[src/rtl/casc_cnt_pkg.sv]
// Package: types shared by the counter stage.
// Assumes: nothing; defines the per-edge action selected by the controller.
package casc_cnt_pkg;

    // Action the state register takes at the next rising edge
    typedef enum logic [1:0] {
        ACT_HOLD = 2'd0,
        ACT_INC  = 2'd1,
        ACT_LOAD = 2'd2
    } cnt_act_e;

endpackage

[src/rtl/casc_cnt_ctrl.sv]
// Module: casc_cnt_ctrl
// Picks the synchronous action of a counter stage from its control inputs.
// Assumes: asynchronous clear is handled in the state register, so only
// load, increment and hold are ranked here (load over increment over hold).
module casc_cnt_ctrl
    import casc_cnt_pkg::*;
(
    input  logic     load_n,
    input  logic     cnt_en,
    input  logic     chain_en,
    output cnt_act_e act
);

    // Rank the synchronous actions: load, then increment, then hold
    always_comb begin
        if (!load_n) begin
            act = ACT_LOAD;
        end else if (cnt_en && chain_en) begin
            act = ACT_INC;
        end else begin
            act = ACT_HOLD;
        end
    end

endmodule

[src/rtl/casc_cnt_core.sv]
// Module: casc_cnt_core
// State register of one stage with its next-value logic.
// Assumes: act is stable before the rising edge; clr_n low clears the state
// at once, independent of the clock.
module casc_cnt_core
    import casc_cnt_pkg::*;
#(
    parameter int WIDTH = 4
) (
    input  logic             clk,
    input  logic             clr_n,
    input  cnt_act_e         act,
    input  logic [WIDTH-1:0] d,
    output logic [WIDTH-1:0] q
);

    localparam logic [WIDTH-1:0] ONE = WIDTH'(1);

    logic [WIDTH-1:0] q_nxt;

    // Next state for the selected action; increment wraps naturally
    always_comb begin
        unique case (act)
            ACT_LOAD: q_nxt = d;
            ACT_INC:  q_nxt = q + ONE;
            default:  q_nxt = q;
        endcase
    end

    // All state bits update together; clear acts without a clock edge
    always_ff @(posedge clk or negedge clr_n) begin
        if (!clr_n) begin
            q <= '0;
        end else begin
            q <= q_nxt;
        end
    end

    AST_LOAD_TAKES_D: assert property (@(posedge clk) disable iff (!clr_n)
        act == ACT_LOAD |=> q == $past(d));

    AST_INC_ADDS_ONE: assert property (@(posedge clk) disable iff (!clr_n)
        act == ACT_INC |=> q == $past(q) + ONE);

    AST_HOLD_KEEPS: assert property (@(posedge clk) disable iff (!clr_n)
        act == ACT_HOLD |=> $stable(q));

endmodule

[src/rtl/casc_cnt_tc.sv]
// Module: casc_cnt_tc
// Terminal-count detector: flags the all-ones state qualified by chain_en.
// Assumes: purely combinational, so the flag tracks chain_en in the same cycle.
module casc_cnt_tc #(
    parameter int WIDTH = 4
) (
    input  logic [WIDTH-1:0] q,
    input  logic             chain_en,
    output logic             tc
);

    logic [WIDTH-1:0] ones_so_far;

    // Build the all-ones detect as a chain of per-bit terms
    for (genvar i = 0; i < WIDTH; i++) begin : g_ones
        if (i == 0) begin : g_first
            assign ones_so_far[i] = q[i];
        end else begin : g_next
            assign ones_so_far[i] = ones_so_far[i-1] & q[i];
        end
    end

    // Gate the detect with the chain enable only
    always_comb begin
        tc = chain_en & ones_so_far[WIDTH-1];
    end

endmodule

[src/rtl/casc_counter.sv]
// Module: casc_counter
// One cascadable stage of a presettable synchronous binary up-counter.
// Assumes: in a chain, cnt_en is shared and chain_en comes from the tc of
// the stage below; clr_n is the block's asynchronous clear.
module casc_counter #(
    parameter int WIDTH = 4
) (
    input  logic             clk,
    input  logic             clr_n,
    input  logic             load_n,
    input  logic             cnt_en,
    input  logic             chain_en,
    input  logic [WIDTH-1:0] d,
    output logic [WIDTH-1:0] q,
    output logic             tc
);

    import casc_cnt_pkg::*;

    cnt_act_e act;

    casc_cnt_ctrl u_ctrl (
        .load_n   (load_n),
        .cnt_en   (cnt_en),
        .chain_en (chain_en),
        .act      (act)
    );

    casc_cnt_core #(.WIDTH(WIDTH)) u_core (
        .clk   (clk),
        .clr_n (clr_n),
        .act   (act),
        .d     (d),
        .q     (q)
    );

    casc_cnt_tc #(.WIDTH(WIDTH)) u_tc (
        .q        (q),
        .chain_en (chain_en),
        .tc       (tc)
    );

    AST_TC_THEN_WRAP: assert property (@(posedge clk) disable iff (!clr_n)
        tc && cnt_en && load_n |=> q == '0);

endmodule

[config.mk]
export PLATFORM = sky130hd
export DESIGN_NAME = casc_counter
export DESIGN_NICKNAME = d
export VERILOG_FILES = /design/src/rtl/casc_cnt_pkg.sv /design/src/rtl/casc_cnt_ctrl.sv /design/src/rtl/casc_cnt_core.sv /design/src/rtl/casc_cnt_tc.sv /design/src/rtl/casc_counter.sv
export SDC_FILE = /design/constraint.sdc
export NUM_CORES = 1
export LEC_CHECK = 0
export BUFFER_PORTS_ARGS = -buffer_cell sky130_fd_sc_hd__buf_2
export CORE_AREA = 3 3 40 42
export CTS_CLUSTER_DIAMETER = 150
export DETAILED_ROUTE_END_ITERATION = 10
export DIE_AREA = 0 0 43 45
export HOLD_SLACK_MARGIN = 0.03
export PLACE_DENSITY = 0.35
export SLEW_MARGIN = 20
export SYNTH_ARGS = -nofsm -noshare
export SYNTH_HDL_FRONTEND = slang
export SYNTH_SLANG_ARGS = --single-unit
[constraint.sdc]
create_clock -name clk -period 1.5 [get_ports clk]
set_input_delay 0.45 -clock clk [delete_from_list [all_inputs] [get_ports clk]]
set_output_delay 0.45 -clock clk [all_outputs]
set_load 0.02 [all_outputs]
# After elaboration in Yosys (flattened, before gate mapping)
# Index checks and enable logic that the tools add are counted.
# op_classes
addsub,1
multipliers,0
div_mod_pow,0
magnitude_cmp,0
eq_ne,2
n_shift,0
n_mux,3
n_bitwise,4
n_reduce_logical,2
# op_table
cell,count
4-bit case mux with 2 select lines,1
"4-bit by 1-bit adder with 4-bit output, second input constant",1
1-bit AND,4
"2-bit by 1-bit == test with 1-bit output, second input constant",1
"2-bit == test, second input constant",1
2-bit two-way mux,1
2-bit nonzero test,1
1-bit logical AND,1
1-bit two-way mux,1
# word_totals
ff_bits,4
latchBits,0
ramBits,0
rom_bits,0
in_bits,9
out_inout_bits,5
mem_count,0

# Logic depth before layout (Yosys ltp)
# depth
depth_word,5
depth_mapped,4

# Cells and area by module
# From an unflattened synthesis, not the netlist that was laid out.
# hier_totals
cells_unflattened,30
hier_area_um2,271.5
# modules_own_cells
mod,n_inst,cells_each,area_per_inst_um2,seq_area_each_um2
casc_cnt_core,1,25,249.0,100.1
casc_cnt_tc,1,3,12.5,0.0
casc_cnt_ctrl,1,2,10.0,0.0

# Least setup slack after synthesis
# Ideal clock, no wire load.
# synth_path
kind,register -> output
startpoint,reg u_core.q[0]
endpoint,out tc
arrival_ps,1086
t_required_ps,1050
slack_ps,-36
stages_incl_launch_ff,4
path_buffers,0
path_cell_list,dfrtp_1 > ha_1 > ha_1 > and3_2
# synth_between
elab_chain_len,4
# synth_lines
element,line_no,source
from (decl),casc_cnt_core.sv:14,output logic [WIDTH-1:0] q
from (signal assigned),casc_cnt_core.sv:35,q <= q_nxt;
1-bit AND (3 in a row),casc_cnt_tc.sv:19,assign ones_so_far[i] = ones_so_far[i-1] & q[i];
1-bit AND,casc_cnt_tc.sv:25,tc = chain_en & ones_so_far[WIDTH-1];
to (decl),casc_counter.sv:15,output logic tc
# Every way passes these cells.

# Worst setup path in the final report
# layout_path
startpoint,reg u_core.q[1]
endpoint,out tc
# The elaborated chain is that of the path after synthesis.

==> flow_metrics.tcl <==
set metrics [dict create \
    dp_hpwl_um 468 \
    rows 13 \
    peakVddDrop_mv 0.337 \
    drt_iter0_markers 0 \
    clk_pin_slew_ns 0.04 \
    cts_buffers 3 \
    clk_path_buf_depth 2 \
    area.growth.synth_to_final_pct 75.4 \
    fin_util_pct 30.6 \
    ant_nets 0 \
    drive_gt1_share_pct 57.1 \
    cts_setup_buffers 0 \
    ios 14 \
    placed_area_um2 325 \
    clk_latency_ns 0.23 \
    syn_avg_cell_area_um2 9.74 \
    cpLargestDelayFamily "flip-flops" \
    cp_common_cell "ha_4" \
    h-tree-depth 1 \
    die_w_um 43 \
    core_area_um2 1280 \
    die_y_um 45 \
    cts_root_buffer "clkbuf_4" \
    largest_reg_flops 4 \
    cp_cell_sequence "ha_4 -> ha_4 -> and3_4 -> buf_6" \
    avgViaCountPerCell 4.09 \
    max_cap_violations 0 \
    fin_nets 54 \
    cpPeakStageDelay_ns 0.42 \
    ff_latch_area_um2 103 \
    fin_area_um2 393 \
    yosysUniqueCellTypes 13 \
    fmax_ghz 0.592 \
    critPathArrivalTime_ns 1.24 \
    fin_ws_ns -0.188 \
    violations "setup timing" \
    period_share_pct 113 \
    ys_ff_latch 4 \
    finalSetupViolCount 1 \
    power.density_nw_per_um2 1010 \
    cpMaxStageDelayCell "dfrtp_2" \
    grt_pass1_wl_um 890 \
    gp_congestion 0.653 \
    tns_ns -0.188 \
    wire_per_inst_um 9.72 \
    dr.pass1.iters 1 \
    synthesis.instances 23 \
    routed_wl_um 554 \
    hold_ws_ns 0.460 \
    status "finished with violations" \
    finClkSkew_ns 0.00541 \
    largest-register "u_core.q" \
    power_leakage_nw 0.182 \
    crit_path_start_kind "flop" \
    initial_utilization_pct 17.4 \
    critPathKind "reg2out" \
    drv_slew 0 \
    endpoint_kind "primary output" \
    cts.sinks 4 \
    crit_buf_inv 1 \
    fin_cells 57 \
    grt_max_degree 9 \
    yosysWarnings 0 \
    path_max_fanout 2 \
    ys_seq_area_share_pct 44.7 \
    hp-class "in2reg" \
    synth_nets 34 \
    tightest_slew_ns 0.154 \
    port_buffers 13 \
    antenna_found_initial 0 \
    drcViolationCount 0 \
    hold_viol 0 \
    top_regs "u_core.q: 4 flops" \
    multi_input_area_um2 149 \
    fillCellCount 145 \
    die_area_um2 1940 \
    relSlewSlack_pct 89.4 \
    cts_tree "done" \
    final.min_clock_period_ns 1.69 \
    grt_pass1_vias 222 \
    vias 233 \
    dp_cells 52 \
    overflow 0 \
    diodes 0 \
    grt_setup_unrepaired "yes" \
    grt.total_usage_pct 6.77 \
    worstPathRequired_ns 1.05 \
    netlist_area_um2 224 \
]
## Yosys cell counts (all sizes together)
cell	number	area share, %
nand2	1	2.8
a31oi	1	2.8
o21ai	1	2.2
mux2i	2	8.9
clkbuf	1	1.7
ha	2	11
nor2	4	6.7
or3	1	2.8
and3	1	3.4
dfrtp	4	45
xor2	1	3.9
a21oi	3	6.7
nand3	1	2.2
## layout make-up
class / count / area share (%)
clock buffer: 4 / 6.69
multi-input combinational: 18 / 37.9
timing repair buffer: 16 / 24.5
sequential: 4 / 26.1
tap: 15 / 4.78
## stage by stage
stage | total power, mW | setup WS [ns]
after floorplan | 0.191 | 0.0397
after global routing | 0.432 | -0.216
after CTS | 0.409 | -0.198
after detailed placement | 0.238 | -0.000872
after global placement | 0.236 | -0.00522
final | 0.398 | -0.188
## worst reg2reg max path, delay by kind of cell, from the launching register on
kind,cells,cell delay [ns]
and+or+nand+nor,2,0.40
DFF,1,0.38
AOI/OAI and AO/OA,1,0.17
buffers and inverters,1,0.12
## cells in the final DEF (no fill, tap or decap), drive strengths merged
cell type    count
ha               2
nor2             4
a31oi            1
a21oi            3
dfrtp            4
buf             15
mux2i            2
nand2            1
xor2             1
dlygate4sd3      1
clkbuf           4
or3              1
and3             1
o21ai            1
nand3            1
## kinds of logic after synthesis
| group | Yosys count | synth area share [%] |
|---|---|---|
| DFF | 4 | 44.7 |
| and+or+nand+nor | 8 | 17.9 |
| adders and majority gates | 2 | 11.2 |
| xor gates and xnor gates | 1 | 3.91 |
| buffers and inverters | 1 | 1.67 |
| AOI/OAI and AO/OA | 5 | 11.7 |
| muxes | 2 | 8.94 |
## worst paths after layout
path | start | to | slack (ns) | cells past startpoint
setup / recovery | u_core.q[1] | tc | -0.19 | 4
hold / removal | d[2] | u_core.q[2] | 0.46 | 3
setup reg to reg | u_core.q[1] | u_core.q[3] | 0.34 | 4
hold reg to reg | u_core.q[3] | u_core.q[3] | 0.61 | 2
max in group asynchronous | clr_n | u_core.q[0] | 0.82 | 2
min in group asynchronous | clr_n | u_core.q[1] | 0.55 | 2
## per-layer routing
layer	track usage, %	up-vias	part of all wire, %
met1	6.33	103	38
met5	0	-	0
met2	10.8	10	51
li1	-	120	-
met4	9.04	0	0
met3	1.59	0	10
## repair_timing
item,CTS,global route
endpoints found under the setup margin,1,1
pin swaps,1,0
hold buffers,1,0
endpoints found under the hold margin,4,0
gates resized for setup,6,0
## where the power goes
| group | internal [mW] | total (mW) | switching (mW) |
|---|---|---|---|
| clock network | 0.0999 | 0.145 | 0.0447 |
| registers | 0.123 | 0.138 | 0.0151 |
| logic | 0.0581 | 0.116 | 0.0580 |
Note: power is estimated with default switching activity, not from simulation.
